$ cat config.mk
export PLATFORM = sky130hd
export DESIGN_NAME = stk_alu_unit
export DESIGN_NICKNAME = d
export VERILOG_FILES = /design/src/rtl/stk_pkg.sv /design/src/rtl/stk_alu.sv /design/src/rtl/stk_dec.sv /design/src/rtl/stk_mem.sv /design/src/rtl/stk_alu_unit.sv
export SDC_FILE = /design/constraint.sdc
export NUM_CORES = 1
export LEC_CHECK = 0
export CAP_MARGIN = 20
export CORE_MARGIN = 8
export CORE_UTILIZATION = 30
export DETAILED_ROUTE_END_ITERATION = 8
export DONT_BUFFER_PORTS = 1
export PLACE_DENSITY = 0.51
export SYNTH_ARGS = -nofsm -noshare
export SYNTH_HDL_FRONTEND = slang
export SYNTH_SLANG_ARGS = --single-unit
$ cat constraint.sdc
create_clock -name clk -period 5.8 [get_ports clk]
set_input_delay 0.87 -clock clk [delete_from_list [all_inputs] [get_ports clk]]
set_output_delay 0.87 -clock clk [all_outputs]
set_load 0.005 [all_outputs]
$ cat src/rtl/stk_pkg.sv
package stk_pkg;

  // Storage command issued by the decoder to the register stack
  typedef enum logic [2:0] {
    MC_NONE  = 3'd0,
    MC_PUSH  = 3'd1,
    MC_POP   = 3'd2,
    MC_REPL1 = 3'd3,  // rewrite top entry in place
    MC_REPL2 = 3'd4   // drop top, rewrite the entry under it
  } mcmd_e;

  localparam logic [3:0] OP_ADD  = 4'd0;
  localparam logic [3:0] OP_ADDC = 4'd1;
  localparam logic [3:0] OP_SUB  = 4'd2;
  localparam logic [3:0] OP_SUBB = 4'd3;
  localparam logic [3:0] OP_AND  = 4'd4;
  localparam logic [3:0] OP_OR   = 4'd5;
  localparam logic [3:0] OP_XOR  = 4'd6;
  localparam logic [3:0] OP_SHL  = 4'd7;
  localparam logic [3:0] OP_SHR  = 4'd8;
  localparam logic [3:0] OP_ROL  = 4'd9;
  localparam logic [3:0] OP_ROR  = 4'd10;

  // Number of stack operands an opcode consumes; 0 marks an unused code
  function automatic logic [1:0] op_arity(input logic [3:0] op);
    if (op <= OP_XOR)      return 2'd2;
    else if (op <= OP_ROR) return 2'd1;
    else                   return 2'd0;
  endfunction

endpackage

$ cat src/rtl/stk_alu.sv
module stk_alu
  import stk_pkg::*;
#(
  parameter int W = 4
) (
  input  logic [3:0]   op,
  input  logic [W-1:0] nos,
  input  logic [W-1:0] tos,
  input  logic         cin,
  output logic [W-1:0] res,
  output logic         cout,
  output logic         br
);

  logic [W:0] sum_w;
  logic [W:0] dif_w;
  logic       shift_cls;

  always_comb begin
    sum_w = {1'b0, nos} + {1'b0, tos} + {{W{1'b0}}, (op == OP_ADDC) & cin};
    dif_w = {1'b0, nos} - {1'b0, tos} - {{W{1'b0}}, (op == OP_SUBB) & cin};
  end

  always_comb begin
    res       = '0;
    cout      = 1'b0;
    shift_cls = 1'b0;
    case (op)
      OP_ADD, OP_ADDC: begin
        res  = sum_w[W-1:0];
        cout = sum_w[W];
      end
      OP_SUB, OP_SUBB: begin
        res  = dif_w[W-1:0];
        cout = dif_w[W];          // wrapped into the extra bit on borrow
      end
      OP_AND: res = nos & tos;
      OP_OR:  res = nos | tos;
      OP_XOR: res = nos ^ tos;
      OP_SHL: begin
        res       = {tos[W-2:0], 1'b0};
        cout      = tos[W-1];
        shift_cls = 1'b1;
      end
      OP_SHR: begin
        res       = {1'b0, tos[W-1:1]};
        cout      = tos[0];
        shift_cls = 1'b1;
      end
      OP_ROL: begin
        res       = {tos[W-2:0], cin};
        cout      = tos[W-1];
        shift_cls = 1'b1;
      end
      OP_ROR: begin
        res       = {cin, tos[W-1:1]};
        cout      = tos[0];
        shift_cls = 1'b1;
      end
      default: ;
    endcase
    br = shift_cls ? cout : (res == '0);
  end

endmodule

$ cat src/rtl/stk_dec.sv
module stk_dec
  import stk_pkg::*;
#(
  parameter int DEPTH = 8,
  localparam int CW = $clog2(DEPTH + 1)
) (
  input  logic          alu_valid,
  input  logic [3:0]    alu_op,
  input  logic          push_valid,
  input  logic          pop_valid,
  input  logic [CW-1:0] cnt,
  output mcmd_e         mem_cmd,
  output logic          upd_flags,
  output logic          set_ovf,
  output logic          set_unf,
  output logic          set_rd
);

  localparam logic [CW-1:0] FULL = CW'(DEPTH);

  logic [1:0] need;

  assign need = op_arity(alu_op);

  // Fixed precedence: ALU request, then push, then pop
  always_comb begin
    mem_cmd   = MC_NONE;
    upd_flags = 1'b0;
    set_ovf   = 1'b0;
    set_unf   = 1'b0;
    set_rd    = 1'b0;
    if (alu_valid) begin
      if (need == 2'd0) begin
        // unused opcode: no action at all
      end else if (cnt < CW'(need)) begin
        set_unf = 1'b1;
      end else begin
        mem_cmd   = (need == 2'd2) ? MC_REPL2 : MC_REPL1;
        upd_flags = 1'b1;
      end
    end else if (push_valid) begin
      if (cnt == FULL) set_ovf = 1'b1;
      else             mem_cmd = MC_PUSH;
    end else if (pop_valid) begin
      if (cnt == '0) begin
        set_unf = 1'b1;
      end else begin
        mem_cmd = MC_POP;
        set_rd  = 1'b1;
      end
    end
  end

endmodule

$ cat src/rtl/stk_mem.sv
module stk_mem
  import stk_pkg::*;
#(
  parameter int W     = 4,
  parameter int DEPTH = 8,
  localparam int CW = $clog2(DEPTH + 1)
) (
  input  logic          clk,
  input  logic          rst_n,
  input  mcmd_e         cmd,
  input  logic [W-1:0]  wdata,
  output logic [W-1:0]  tos,
  output logic [W-1:0]  nos,
  output logic [CW-1:0] cnt
);

  logic [DEPTH*W-1:0] flat;
  logic [CW-1:0]      cnt_q;

  // One register per slot; slot i is written when it is the target of
  // the current command given the present depth
  for (genvar i = 0; i < DEPTH; i++) begin : g_slot
    localparam logic [CW-1:0] AT_PUSH = CW'(i);
    localparam logic [CW-1:0] AT_TOP  = CW'(i + 1);
    localparam logic [CW-1:0] AT_NEXT = CW'(i + 2);
    logic [W-1:0] val_q;
    logic         hit;

    always_comb begin
      hit = ((cmd == MC_PUSH)  && (cnt_q == AT_PUSH)) ||
            ((cmd == MC_REPL1) && (cnt_q == AT_TOP))  ||
            ((cmd == MC_REPL2) && (cnt_q == AT_NEXT) && (i + 2 <= DEPTH));
    end

    always_ff @(posedge clk or negedge rst_n) begin
      if (!rst_n)   val_q <= '0;
      else if (hit) val_q <= wdata;
    end

    assign flat[i*W +: W] = val_q;
  end

  always_ff @(posedge clk or negedge rst_n) begin
    if (!rst_n) begin
      cnt_q <= '0;
    end else begin
      case (cmd)
        MC_PUSH:         cnt_q <= cnt_q + 1'b1;
        MC_POP, MC_REPL2: cnt_q <= cnt_q - 1'b1;
        default: ;
      endcase
    end
  end

  always_comb begin
    tos = '0;
    nos = '0;
    for (int i = 0; i < DEPTH; i++) begin
      if (cnt_q == CW'(i + 1)) tos = flat[i*W +: W];
      if (cnt_q == CW'(i + 2)) nos = flat[i*W +: W];
    end
  end

  assign cnt = cnt_q;

endmodule

$ cat src/rtl/stk_alu_unit.sv
module stk_alu_unit
  import stk_pkg::*;
#(
  parameter int W     = 4,
  parameter int DEPTH = 8
) (
  input  logic         clk,
  input  logic         rst_n,
  input  logic         alu_valid,
  input  logic [3:0]   alu_op,
  input  logic         push_valid,
  input  logic [W-1:0] push_data,
  input  logic         pop_valid,
  output logic         rd_valid,
  output logic [W-1:0] rd_data,
  output logic         carry,
  output logic         branch,
  output logic         overflow,
  output logic         underflow
);

  localparam int CW = $clog2(DEPTH + 1);

  mcmd_e         mem_cmd;
  logic          upd_flags, set_ovf, set_unf, set_rd;
  logic [CW-1:0] stk_cnt;
  logic [W-1:0]  tos, nos, alu_res, wdata;
  logic          alu_cout, alu_br;
  logic          carry_q, branch_q;

  stk_dec #(.DEPTH(DEPTH)) u_dec (
    .alu_valid (alu_valid),
    .alu_op    (alu_op),
    .push_valid(push_valid),
    .pop_valid (pop_valid),
    .cnt       (stk_cnt),
    .mem_cmd   (mem_cmd),
    .upd_flags (upd_flags),
    .set_ovf   (set_ovf),
    .set_unf   (set_unf),
    .set_rd    (set_rd)
  );

  stk_alu #(.W(W)) u_alu (
    .op  (alu_op),
    .nos (nos),
    .tos (tos),
    .cin (carry_q),
    .res (alu_res),
    .cout(alu_cout),
    .br  (alu_br)
  );

  assign wdata = (mem_cmd == MC_PUSH) ? push_data : alu_res;

  stk_mem #(.W(W), .DEPTH(DEPTH)) u_mem (
    .clk  (clk),
    .rst_n(rst_n),
    .cmd  (mem_cmd),
    .wdata(wdata),
    .tos  (tos),
    .nos  (nos),
    .cnt  (stk_cnt)
  );

  always_ff @(posedge clk or negedge rst_n) begin
    if (!rst_n) begin
      carry_q   <= 1'b0;
      branch_q  <= 1'b0;
      overflow  <= 1'b0;
      underflow <= 1'b0;
      rd_valid  <= 1'b0;
      rd_data   <= '0;
    end else begin
      overflow  <= set_ovf;
      underflow <= set_unf;
      rd_valid  <= set_rd;
      if (set_rd) rd_data <= tos;
      if (upd_flags) begin
        carry_q  <= alu_cout;
        branch_q <= alu_br;
      end
    end
  end

  assign carry  = carry_q;
  assign branch = branch_q;

endmodule

==> impl_metrics.yaml <==
power_and_ir_drop:
  leakagePower_uw: 0.00166
  clockPowerShare: 0.148
  p_switching_uw: 1050
  vdd_drop_max_v: 0.000184
  power_frac_seq: 0.271
  swShare: 0.468
  p_int_uw: 1190
  pwr-share-comb: 0.581
  pwr_density_cell_mw_per_mm2: 570
placement:
  dp_hpwl_microns: 8130
  dp_cells: 528
  gp_congestion: 0.896
  portBuffers: 0
hold_path:
  hold_path_class: "in2async"
detailed_routing:
  vias: 3162
  drcViolationCount: 0
  routed_via_density: 5.89
  antenna_left: 0
  post_drt_wl_per_cell_microns: 20.0
  dr.first_iter.drc_count: 279
  drt_wl_total_microns: 10800
  first_pass_iters: 7
timing:
  setup_violations: 0
  fmax_ghz: 0.194
  min_period_over_period: 0.887
  setup_tns_ns: 0
  clock_skew_ns: 0.00654
  worst_pin_slew_ns: 0.818
  hold_viol_final: 0
  rsz0062_at_grt: "false"
  fin_crit_ns: 5.15
  report.final.slew_viol_count: 0
  slew_headroom: 0.452
  holdWs_ns: 0.275
clocking:
  cts_tree: "built"
  cts.htree.levels: 2
  ctsResizeCount: 0
  cts_hold_buffers: 0
  path_clk_slew_ns: 0.07
  cts_sinks: 45
  clk_latency_ns: 0.29
  post_cts_buffers: 0
  cts_inserted_buffers: 5
  cts_buffer_depth: 2
  cts_root_buffer: "clkbuf_16"
yosys:
  yosysWarningCount: 0
  synth-edff-count: 0
  async_flop_share: 1.00
  muxShareOfSynthArea: 0.133
  synth-seq-cells: 45
  synth_top_family_by_area: "compound AO/OA/AOI/OAI gates"
  ys.flop_type: "dfrtp_1"
  syn_area_per_cell_sq_um: 9.13
  syn_inst: 401
  synth-xor-area-share: 0.0120
  synth_compound_area_frac: 0.221
  yosysTopAreaCell: "dfrtp_1"
  yosys-top-cells-area: "dfrtp_1 31%, mux2_2 9.2%, ha_1 5.8%, nand3b_1 3.5%, nand2_1 3.0%"
  synthAdderAreaFrac: 0.0800
  netlist_area_sq_mm: 0.00366
  yosysSeqAreaShare: 0.308
  synth_top_area_frac: 0.308
  ys_types: 66
  synth-simple-area-share: 0.191
  synth_fp_nets: 435
setup_path:
  worstSetupPathType: "reg2reg"
  crit_fanout: 21
  cp-startpoint: "u_mem.cnt[0]$_DFFE_PN0P_"
  worstPathCellList: "ha_1 -> buf_4 -> nor2b_1 -> a221oi_1 -> a2111oi_0 -> mux2i_1 -> o21ai_0 -> o22ai_1 -> fa_1 -> inv_1 -> fa_1 -> mux2_2 -> o21ai_0 -> a31oi_1 -> nor3_1 -> a31oi_1 -> mux2_1"
  critical_path_arrival_ns: 5.32
  max_stage_delay_ns: 0.48
  cp_slowest_cell: "ha_1"
  required_ns: 5.97
  crit_path_end_kind: "flop"
  r2r-start: "u_mem.cnt[0]$_DFFE_PN0P_"
  start_kind: "flop"
finish:
  stdcell_count: 537
  area_growth_pct: 7.25
  drive_gt1_frac: 0.141
  nFillCells: 1209
  final_nets: 422
  post-route-util: 0.328
floorplan:
  die_h_microns: 126
  io_pins: 22
  fp.dieW_microns: 126
  num_rows: 40
  dieArea_sq_mm: 0.0160
  initial_core_util: 0.306
  core-area_sq_mm: 0.0120
global_routing:
  grt.total_usage: 0.134
  grt_pass1_vias: 2927
  grt_pass1_wl_microns: 17000
  antenna_found_initial: 0
  overflow: 0
  grt_max_degree: 46
outcome:
  status: "completed"
job:
  maxCapViolations: 0
==> layout by cell type (no fill, tap or decap), types with 4 or more instances in the layout <==
| cell type | instances |
|---|---|
| a21oi_1 | 20 |
| ha_1 | 17 |
| nand2b_1 | 11 |
| inv_1 | 22 |
| nand3_1 | 4 |
| or3_1 | 4 |
| nor2_1 | 28 |
| a2111oi_0 | 5 |
| o211ai_1 | 7 |
| a221oi_1 | 4 |
| o21ai_0 | 14 |
| nor2b_1 | 9 |
| dfrtp_1 | 45 |
| mux2i_1 | 6 |
| a211oi_1 | 6 |
| o22ai_1 | 5 |
| fa_1 | 4 |
| a21o_1 | 4 |
| nand3b_1 | 17 |
| clkbuf_16 | 5 |
| mux2_2 | 30 |
| mux2_1 | 8 |
| nand2_1 | 29 |
| nor3_1 | 4 |
| a22oi_1 | 4 |
| buf_4 | 4 |
| a31oi_1 | 11 |
==> per-stage QoR <==
| step | total power (uW) | setup WS (ns) | instance area [sq um] |
|---|---|---|---|
| floorplan | 1560 | 1.45 | 3660 |
| global placement | 1890 | 0.808 | 3760 |
| detailed placement | 1900 | 0.643 | 3760 |
| CTS | 2230 | 0.652 | 3920 |
| global route | 2420 | 0.153 | 3920 |
| finish | 2240 | 0.653 | 3930 |
==> worst paths after layout <==
| check | end | cells past startpoint | slack, ns |
|---|---|---|---|
| max in group asynchronous | u_mem.g_slot[6].val_q[3]$_DFFE_PN0P_ | 0 | 5.43 |
| setup / recovery | u_mem.g_slot[0].val_q[1]$_DFFE_PN0P_ | 17 | 0.65 |
| setup reg to reg | u_mem.g_slot[0].val_q[1]$_DFFE_PN0P_ | 17 | 0.65 |
| hold / removal | overflow$_DFF_PN0_ | 0 | 0.27 |
| min in group clk | u_mem.g_slot[0].val_q[3]$_DFFE_PN0P_ | 1 | 0.50 |
| hold reg to reg | u_mem.g_slot[0].val_q[3]$_DFFE_PN0P_ | 1 | 0.50 |
==> power groups by stage <==
stage          sequential [uW]  clock, uW  combinational [uW]
2_1_floorplan              532          0                1030
3_3_place_gp               612          0                1280
3_5_place_dp               611          0                1280
4_1_cts                    605        336                1290
5_1_grt                    628        348                1450
6_report                   608        331                1300
==> state kept, by name, summed over array words and instances, names as in the netlist <==
name and flops:
u_mem.g_slot.val_q 32, rd_data 4, carry 1, branch 1
rd_valid 1, underflow 1, overflow 1, u_mem.cnt 4
==> cell families after synthesis <==
kind of cell | after synthesis
adder cells (fa/ha/maj) | 21
buffers and inverters | 46
AND/OR/NAND/NOR | 128
flip-flops | 45
XOR/XNOR | 5
AO/OA/AOI/OAI | 112
multiplexers | 44
==> critical path, delay by kind of cell (launching register included) <==
kind,cells,cell delay [ns]
AOI/OAI and AO/OA,7,1.60
DFF,1,0.47
and+or+nand+nor,2,0.40
muxes,3,0.84
adders and majority gates,3,1.32
buffers and inverters,2,0.39
==> cell usage after synthesis, types with 3 or more instances <==
cell type / instances
a31oi_1: 11
xnor2_1: 3
nand2b_1: 11
nand2_1: 29
fa_1: 4
clkbuf_1: 10
nor2b_1: 9
a21oi_1: 20
mux2_2: 30
nor3_1: 4
or2_2: 3
o211ai_1: 7
nor2_1: 28
mux2i_1: 6
or3b_2: 3
a211oi_1: 6
a21o_1: 4
a22oi_1: 4
ha_1: 17
o22ai_1: 5
nand3_1: 4
nor3b_1: 3
or3_1: 4
a221oi_1: 4
dfrtp_1: 45
nand3b_1: 17
buf_2: 11
o21ai_0: 14
mux2_1: 8
a2111oi_0: 5
inv_1: 22
==> layer usage <==
metal | share of wire | vias up | global-route usage
li1 | - | 1463 | -
met1 | 0.46 | 1538 | 0.189
met2 | 0.43 | 141 | 0.199
met3 | 0.078 | 20 | 0.0251
met4 | 0.025 | 0 | 0.0467
met5 | 0 | - | 0
==> cell type report <==
type | count | area [sq um] | area share
Clock inverter | 2 | 38.8 | 0.00988
Timing Repair Buffer | 4 | 30.0 | 0.00765
Sequential cell | 45 | 1130 | 0.287
Clock buffer | 6 | 129 | 0.0328
Multi-Input combinational cell | 310 | 2330 | 0.594
Tap cell | 147 | 184 | 0.0468
Antenna cell | 1 | 2.50 | 0.000637
Inverter | 22 | 82.6 | 0.0210
Power figures use the tool's default switching activity.
